<file path="config.mk">
export PLATFORM = sky130hd
export DESIGN_NAME = stack_ptr_bank
export DESIGN_NICKNAME = d
export VERILOG_FILES = /design/src/rtl/sp_pkg.sv /design/src/rtl/sp_size_decode.sv /design/src/rtl/sp_bank.sv /design/src/rtl/stack_ptr_bank.sv
export SDC_FILE = /design/constraint.sdc
export NUM_CORES = 1
export LEC_CHECK = 0
export BUFFER_PORTS_ARGS = -buffer_cell sky130_fd_sc_hd__buf_2
export CAP_MARGIN = 40
export CORE_MARGIN = 3
export CORE_UTILIZATION = 40
export CTS_CLUSTER_SIZE = 14
export DETAILED_ROUTE_END_ITERATION = 6
export PLACE_DENSITY_LB_ADDON = 0.12
export SETUP_SLACK_MARGIN = 0.4
export SYNTH_ARGS = -nofsm -noshare
export SYNTH_HDL_FRONTEND = slang
export SYNTH_SLANG_ARGS = --single-unit
</file>
<file path="constraint.sdc">
create_clock -name clk -period 3.6 [get_ports clk]
set_clock_uncertainty 0.05 [all_clocks]
set_input_delay 0.72 -clock clk [delete_from_list [all_inputs] [get_ports clk]]
set_output_delay 0.72 -clock clk [all_outputs]
set_load 0.02 [all_outputs]
</file>
<file path="src/rtl/sp_pkg.sv">
package sp_pkg;
    typedef enum logic [1:0] {
        SZ_BYTE = 2'd0,
        SZ_WORD = 2'd1,
        SZ_LONG = 2'd2,
        SZ_LALT = 2'd3
    } item_size_e;

    typedef enum logic {
        ST_IDLE   = 1'b0,
        ST_STATUS = 1'b1
    } seq_state_e;
endpackage

</file>
<file path="src/rtl/sp_size_decode.sv">
module sp_size_decode #(
    parameter int W = 32
) (
    input  logic [1:0]   size,
    output logic [W-1:0] step,
    output logic         hi_byte
);
    import sp_pkg::*;

    localparam logic [W-1:0] SLOT_STEP = W'(2);
    localparam logic [W-1:0] LONG_STEP = W'(4);

    always_comb begin
        step    = LONG_STEP;
        hi_byte = 1'b0;
        case (item_size_e'(size))
            SZ_BYTE: begin
                step    = SLOT_STEP;
                hi_byte = 1'b1;
            end
            SZ_WORD: step = SLOT_STEP;
            default: step = LONG_STEP;
        endcase
    end
endmodule

</file>
<file path="src/rtl/sp_bank.sv">
module sp_bank #(
    parameter int          W         = 32,
    parameter logic [W-1:0] SUP_RESET = '0,
    parameter logic [W-1:0] USR_RESET = '0
) (
    input  logic         clk,
    input  logic         rst_n,
    input  logic         sel_sup,
    input  logic         we,
    input  logic         wsel_sup,
    input  logic [W-1:0] wdata,
    output logic [W-1:0] active_q,
    output logic [W-1:0] sup_q
);
    typedef struct packed {
        logic [W-1:0] sup;
        logic [W-1:0] usr;
    } bank_t;

    bank_t bank_d, bank_q;

    always_comb begin
        bank_d = bank_q;
        if (we) begin
            if (wsel_sup) bank_d.sup = wdata;
            else          bank_d.usr = wdata;
        end
    end

    always_ff @(posedge clk) begin
        if (!rst_n) begin
            bank_q.sup <= SUP_RESET;
            bank_q.usr <= USR_RESET;
        end else begin
            bank_q <= bank_d;
        end
    end

    assign active_q = sel_sup ? bank_q.sup : bank_q.usr;
    assign sup_q    = bank_q.sup;

    // a write aimed at one bank leaves the other bank alone
    a_r3_sup_kept: assert property (@(posedge clk) disable iff (!rst_n)
        (we && !wsel_sup) |=> $stable(bank_q.sup));
    a_r3_usr_kept: assert property (@(posedge clk) disable iff (!rst_n)
        (we && wsel_sup) |=> $stable(bank_q.usr));
endmodule

</file>
<file path="src/rtl/stack_ptr_bank.sv">
module stack_ptr_bank #(
    parameter int          ADDR_W    = 32,
    parameter logic [ADDR_W-1:0] SSP_RESET = 32'h0000_2000,
    parameter logic [ADDR_W-1:0] USP_RESET = 32'h0000_1000
) (
    input  logic              clk,
    input  logic              rst_n,
    input  logic              sup_mode,
    input  logic              op_valid,
    input  logic              op_pop,
    input  logic [1:0]        op_size,
    input  logic              sp_wr_en,
    input  logic [ADDR_W-1:0] sp_wr_data,
    input  logic              exc_req,
    output logic [ADDR_W-1:0] sp_rd,
    output logic              acc_valid,
    output logic [ADDR_W-1:0] acc_addr,
    output logic              acc_hi_byte,
    output logic              acc_frame,
    output logic              busy
);
    import sp_pkg::*;

    localparam logic [ADDR_W-1:0] PC_BYTES = ADDR_W'(4);
    localparam logic [ADDR_W-1:0] SR_BYTES = ADDR_W'(2);

    typedef struct packed {
        seq_state_e        state;
        logic              valid;
        logic [ADDR_W-1:0] addr;
        logic              hi_byte;
        logic              frame;
    } ctl_t;

    ctl_t ctl_d, ctl_q;

    logic [ADDR_W-1:0] act_q, sup_q, step;
    logic              byte_item;
    logic              bank_we, bank_wsel_sup;
    logic [ADDR_W-1:0] bank_wdata;
    logic              idle;

    sp_size_decode #(.W(ADDR_W)) u_size (
        .size    (op_size),
        .step    (step),
        .hi_byte (byte_item)
    );

    sp_bank #(
        .W         (ADDR_W),
        .SUP_RESET (SSP_RESET),
        .USR_RESET (USP_RESET)
    ) u_bank (
        .clk      (clk),
        .rst_n    (rst_n),
        .sel_sup  (sup_mode),
        .we       (bank_we),
        .wsel_sup (bank_wsel_sup),
        .wdata    (bank_wdata),
        .active_q (act_q),
        .sup_q    (sup_q)
    );

    assign idle = (ctl_q.state == ST_IDLE);

    always_comb begin
        ctl_d         = '0;
        ctl_d.state   = ST_IDLE;
        bank_we       = 1'b0;
        bank_wsel_sup = sup_mode;
        bank_wdata    = act_q;
        if (!idle) begin
            bank_we       = 1'b1;
            bank_wsel_sup = 1'b1;
            bank_wdata    = sup_q - SR_BYTES;
            ctl_d.valid   = 1'b1;
            ctl_d.frame   = 1'b1;
            ctl_d.addr    = sup_q - SR_BYTES;
        end else if (exc_req) begin
            bank_we       = 1'b1;
            bank_wsel_sup = 1'b1;
            bank_wdata    = sup_q - PC_BYTES;
            ctl_d.state   = ST_STATUS;
            ctl_d.valid   = 1'b1;
            ctl_d.frame   = 1'b1;
            ctl_d.addr    = sup_q - PC_BYTES;
        end else if (op_valid) begin
            bank_we       = 1'b1;
            ctl_d.valid   = 1'b1;
            ctl_d.hi_byte = byte_item;
            if (op_pop) begin
                bank_wdata = act_q + step;
                ctl_d.addr = act_q;
            end else begin
                bank_wdata = act_q - step;
                ctl_d.addr = act_q - step;
            end
        end else if (sp_wr_en) begin
            bank_we    = 1'b1;
            bank_wdata = sp_wr_data;
        end
    end

    always_ff @(posedge clk) begin
        if (!rst_n) begin
            ctl_q       <= '0;
            ctl_q.state <= ST_IDLE;
        end else begin
            ctl_q <= ctl_d;
        end
    end

    assign sp_rd       = act_q;
    assign acc_valid   = ctl_q.valid;
    assign acc_addr    = ctl_q.addr;
    assign acc_hi_byte = ctl_q.hi_byte;
    assign acc_frame   = ctl_q.frame;
    assign busy        = !idle;

    // the busy window lasts one cycle
    a_r8_busy_single: assert property (@(posedge clk) disable iff (!rst_n)
        busy |=> !busy);
    // the first frame beat lands four bytes under the old supervisor pointer
    a_r7_frame_first: assert property (@(posedge clk) disable iff (!rst_n)
        (idle && exc_req) |=> (acc_valid && acc_frame && busy &&
                               acc_addr == $past(sup_q) - PC_BYTES));
    // a pop reports the pointer as it was before the update
    a_r5_pop_addr: assert property (@(posedge clk) disable iff (!rst_n)
        (idle && !exc_req && op_valid && op_pop) |=> (acc_addr == $past(act_q)));
    // byte lane flag only on ordinary byte accesses
    a_r6_hi_byte: assert property (@(posedge clk) disable iff (!rst_n)
        acc_hi_byte |-> (acc_valid && !acc_frame));
    // nothing emitted without an accepted access
    a_r10_quiet: assert property (@(posedge clk) disable iff (!rst_n)
        (idle && !exc_req && !op_valid) |=> !acc_valid);
endmodule

</file>
### Word-level counts from Yosys, hierarchy flattened

Cells that the tools add are included.

| word-level totals | value |
|---|---|
| memories kept | 0 |
| memory bits (read-only) | 0 |
| logic and storage cells | 41 |
| bits in registers | 100 |
| memory bits (writable) | 0 |
| latch bits | 0 |

| operators by class | value |
|---|---|
| shift operators | 0 |
| order comparisons | 0 |
| muxes and demuxes | 20 |
| reductions and logical operators | 6 |
| equality and inequality tests | 1 |
| $add $sub $neg | 4 |
| divide/modulo/power cells | 0 |
| $mul | 0 |
| bitwise gates (word level) | 3 |

Operator list:

| operator | number |
|---|---|
| 32-bit 2-to-1 mux | 7 |
| 33-bit 2-to-1 mux | 2 |
| 34-bit 2-to-1 mux | 1 |
| 32-bit adder | 1 |
| 32-bit by 2-bit subtractor with 32-bit output, second input constant | 1 |
| 32-bit by 3-bit subtractor with 32-bit output, second input constant | 1 |
| 32-bit subtractor | 1 |
| 1-bit 2-to-1 mux | 9 |
| 2-bit AND reduction | 2 |
| 2-bit OR reduction | 2 |
| 4-bit OR reduction | 1 |
| 3-bit 2-to-1 mux | 1 |
| 1-bit inverter | 3 |
| 2-bit by 1-bit equality test with 1-bit output, second input constant | 1 |
| 2-bit logical NOT | 1 |

### Logic depth before layout (Yosys ltp)

| depth | value |
|---|---|
| depth after elaboration | 8 |
| mapped depth | 13 |
| mapped depth without buffers | 10 |

### Hierarchy

Synthesis repeated with hierarchy kept, for this count alone.

| second synthesis, totals | value |
|---|---|
| cells, all modules | 1,466 |
| area total of the unflattened synthesis | 10,913.0 sq um |

By module, submodules not included:

| module | cells each | times used | area each (sq um) |
|---|---|---|---|
| stack_ptr_bank | 1,116 | 1 | 7,544.7 |
| sp_bank | 316 | 1 | 3,128.0 |
| sp_size_decode | 34 | 1 | 240.2 |

### Least setup slack after synthesis

Ideal clock, no wire load.

| timing | value |
|---|---|
| kind | input to register |
| start point | input port sup_mode |
| end point | register u_bank.bank_q, in the netlist u_bank.sup_q[13] |
| required time | 3,417 ps |
| path buffers | 3 |
| setup time | 133 ps |
| data arrival time | 3,028 ps |
| setup slack | 389 ps |
| stages | 13 |
| cells stage by stage | buf_4 buf_4 mux2i_1 ha_1 inv_1 ha_1 a211oi_1 and2_1 buf_2 a21oi_1 xnor2_1 a211oi_1 o21ai_1 |

| between the ends | value |
|---|---|
| word-level cells in the longest chain between the ends | 6 |
| elaborated cells on any way between the ends | 11 |
| those cells by class | add/sub (2); mux (8); reduce/logical (1) |

Ends and longest elaborated chain:

| item | RTL line | RTL |
|---|---|---|
| from (decl) | stack_ptr_bank.sv:8 | `input logic sup_mode,` |
| 32-bit 2-to-1 mux | sp_bank.sv:39 | `assign active_q = sel_sup ? bank_q.sup : bank_q.usr;` |
| 32-bit subtractor or 32-bit adder (tied branches) | stack_ptr_bank.sv:95, stack_ptr_bank.sv:92 |  |
| 32-bit 2-to-1 mux | stack_ptr_bank.sv:91 | `if (op_pop) begin` |
| 32-bit 2-to-1 mux | stack_ptr_bank.sv:87 | `end else if (op_valid) begin` |
| 32-bit 2-to-1 mux | stack_ptr_bank.sv:79 | `end else if (exc_req) begin` |
| 32-bit 2-to-1 mux | stack_ptr_bank.sv:72 | `if (!idle) begin` |
| to (signal assigned) | sp_bank.sv:35 | `bank_q <= bank_d;` |
| to (decl) | sp_bank.sv:20 | `bank_t bank_d, bank_q;` |

Parallel ways exist; a longest one is shown, timed or not.
A chain may end at the register's enable or synchronous reset.

### Worst setup path after layout

| timing | value |
|---|---|
| start point | input port sup_mode |
| end point | register u_bank.bank_q[25] in the netlist's numbering |

Same word-level chain as after synthesis.

==> flow_summary.yaml <==
outcome:
  outcome: "complete, no violations"
synth:
  ys_ff_latch: 100
  ys_types: 89
  yosysSeqAreaShare: 0.2525
  syn-cell-area_um2: 7929
  yosys.area.top_type_share: 0.2525
  synthArstFlopShare: 0
  synth_edf_count: 0
  synth_top_area_cell: "dfxtp_1"
  synth_most_common_cell: "nand2_1"
  synth_flop_cell: "dfxtp_1"
  syn_avg_cell_area_um2: 7.558
  syn_inst: 1049
  netlist_top_cells_count: "105 x nand2_1, 100 x dfxtp_1, 94 x o21ai_0, 75 x nor2_1, 68 x a21oi_1"
  synthesis.nets: 1096
  ys_top_cells_by_area: "dfxtp_1 25%, xnor2_1 6.3%, o21ai_0 5.9%"
  yosysWarnings: 0
finish:
  num-nets-final: 1206
  syn2layout_area_growth_pct: 16.60
  drive_above_1_share: 0.2079
  utilization: 0.4845
  fillers: 1936
  finalInstanceArea_um2: 9245
  diodes: 0
floorplan:
  rows: 50
  io_pins: 109
  initial_core_util: 0.4155
  fp.dieH_um: 146.8
  die_x_um: 146.8
  dieArea_um2: 21550
  coreArea_um2: 19080
timing:
  finalSetupViolCount: 0
  tightest_slew_ps: 821.3
  rsz0062_at_grt: "true"
  final_hold_viol_count: 0
  slew_headroom: 0.4524
  slew_violations: 0
  finalSetupTns_ps: 0
  min_period_over_period: 0.8579
  holdWs_ps: 462.0
  fin_crit_ps: 3089
  max_freq_mhz: 323.8
place:
  port_buffers: 108
  dpl.hpwl_mm: 22.23
  gp_congestion: 0.9593
  post_dp_cell_area_um2: 8959
grt:
  grt_use_met1: 0.3930
  grt_pass1_wl_mm: 47.53
  antenna_found_initial: 0
  grtUsageTotal: 0.2791
  first_global_vias: 8164
  grt_max_degree: 54
  grt-busiest-layer: "met2"
  grt-ovfl-total: 0
  use_met2: 0.4271
  use_met3: 0.04257
cts:
  cts_root_buf: "clkbuf_16"
  insertion_delay_ps: 360
  clk_pin_slew_ps: 70
  ctsHoldBuffers: 0
  cts_tree: "done"
  cts_sinks: 100
  htreeDepth: 3
  cts_made_buffers: 9
  cts.path.max_buffers: 2
power_and_ir_drop:
  p_leak_nw: 3.963
  ir_drop_mv: 0.2244
  power_density_nw_per_um2: 396.8
flow_run:
  drv_cap: 0
detailed_routing:
  dr.pass1.iters: 6
  drt-total-wl_mm: 30.90
  antenna_left: 0
  drc: 0
  drt_iter0_drc: 936
  routed_via_density: 6.117
  wl_per_cell_um: 21.70
  num_vias: 8711
worst_setup_path:
  crit_path_start_kind: "primary input"
  cp-end-kind: "flip-flop"
  crit_start: "sup_mode"
  crit_required_ps: 3790
  reg2reg_from: "u_bank.sup_q[2]"
  reg2regPathDepth: 9
  critPathKind: "in -> reg"
  cp.arrival_ps: 3280
  worst-path-max-fanout: 18
hold_path:
  worstHoldPathCells: 1
  min-delay-start: "u_bank.bank_q[0]"
  min_path_type: "reg -> reg"
layer usage:
layer | share of wire | wire (µm)
met3 | 0.088 | 2704
met2 | 0.43 | 13400
met5 | 0 | 0
met1 | 0.44 | 13700
met4 | 0.036 | 1101
final timing paths:
| check | slack (ps) | end |
|---|---|---|
| min reg2reg | 460 | u_bank.bank_q[0] |
| max | 510 | u_bank.bank_q[25] |
| max reg2reg | 620 | u_bank.sup_q[27] |
| min | 460 | u_bank.bank_q[0] |
critical path, cell delays in order:
cell       delay (ps)
clkbuf_4          240
or4_4             490
or4_4             490
a2111oi_4         550
nand3_2           250
and3_1            230
o31ai_1           190
a21oi_1            90
per-stage QoR:
step / total power, mW / cells / worst slack (ps)
2_1_floorplan: 2.247 / 1049 / 540.6
3_3_place_gp: 2.696 / 1406 / -18.75
3_5_place_dp: 2.698 / 1407 / -92.06
4_1_cts: 3.652 / 1424 / 483.5
5_1_grt: 3.850 / 1424 / 398.8
6_report: 3.668 / 1424 / 511.4
cell type report:
type / instances / area, µm² / area share
multi-input cells: 831 / 5396 / 0.5837
flip-flops and latches: 100 / 2002 / 0.2165
repair buffers: 184 / 1126 / 0.1218
well taps: 260 / 325.3 / 0.03519
clock buffers: 12 / 246.5 / 0.02666
inverters: 33 / 123.9 / 0.01340
clock inverters: 4 / 25.02 / 0.002707
registers in the layout (all words and copies together) (netlist names):
register and cells:
acc_addr 32, acc_frame 1, acc_hi_byte 1, acc_valid 1, busy 1, u_bank.bank_q 32, u_bank.sup_q 32
timing repair:
action                                  CTS  global route
pin swaps                                 1             0
endpoints found under the setup margin   21            39
gates resized for setup                   0             3
setup buffers                             1             0
logic make-up after synthesis:
| logic type | synth area share |
|---|---|
| AO/OA/AOI/OAI | 0.2728 |
| XOR/XNOR | 0.08726 |
| adder cells (fa/ha/maj) | 0.009468 |
| buffers and inverters | 0.06912 |
| flip-flops | 0.2525 |
| multiplexers | 0.05476 |
| AND/OR/NAND/NOR | 0.2541 |
placed cells by master (no fill, tap or decap), drive strengths merged, types with 31 or more instances in the layout:
cell type and instances:
a21oi 68, buf 183, dfxtp 100, inv 33, nand2 105, nand3 31
nor2 75, nor3 31, o21ai 97, xnor2 57
where the power goes:
part	total (mW)	leakage, nW	internal (mW)	switching [mW]
registers	1.35	0.822	1.20	0.143
logic	1.36	3.01	0.527	0.836
clock network	0.958	0.129	0.488	0.470
total	3.67	3.96	2.22	1.45
Power figures use the tool's default switching activity.
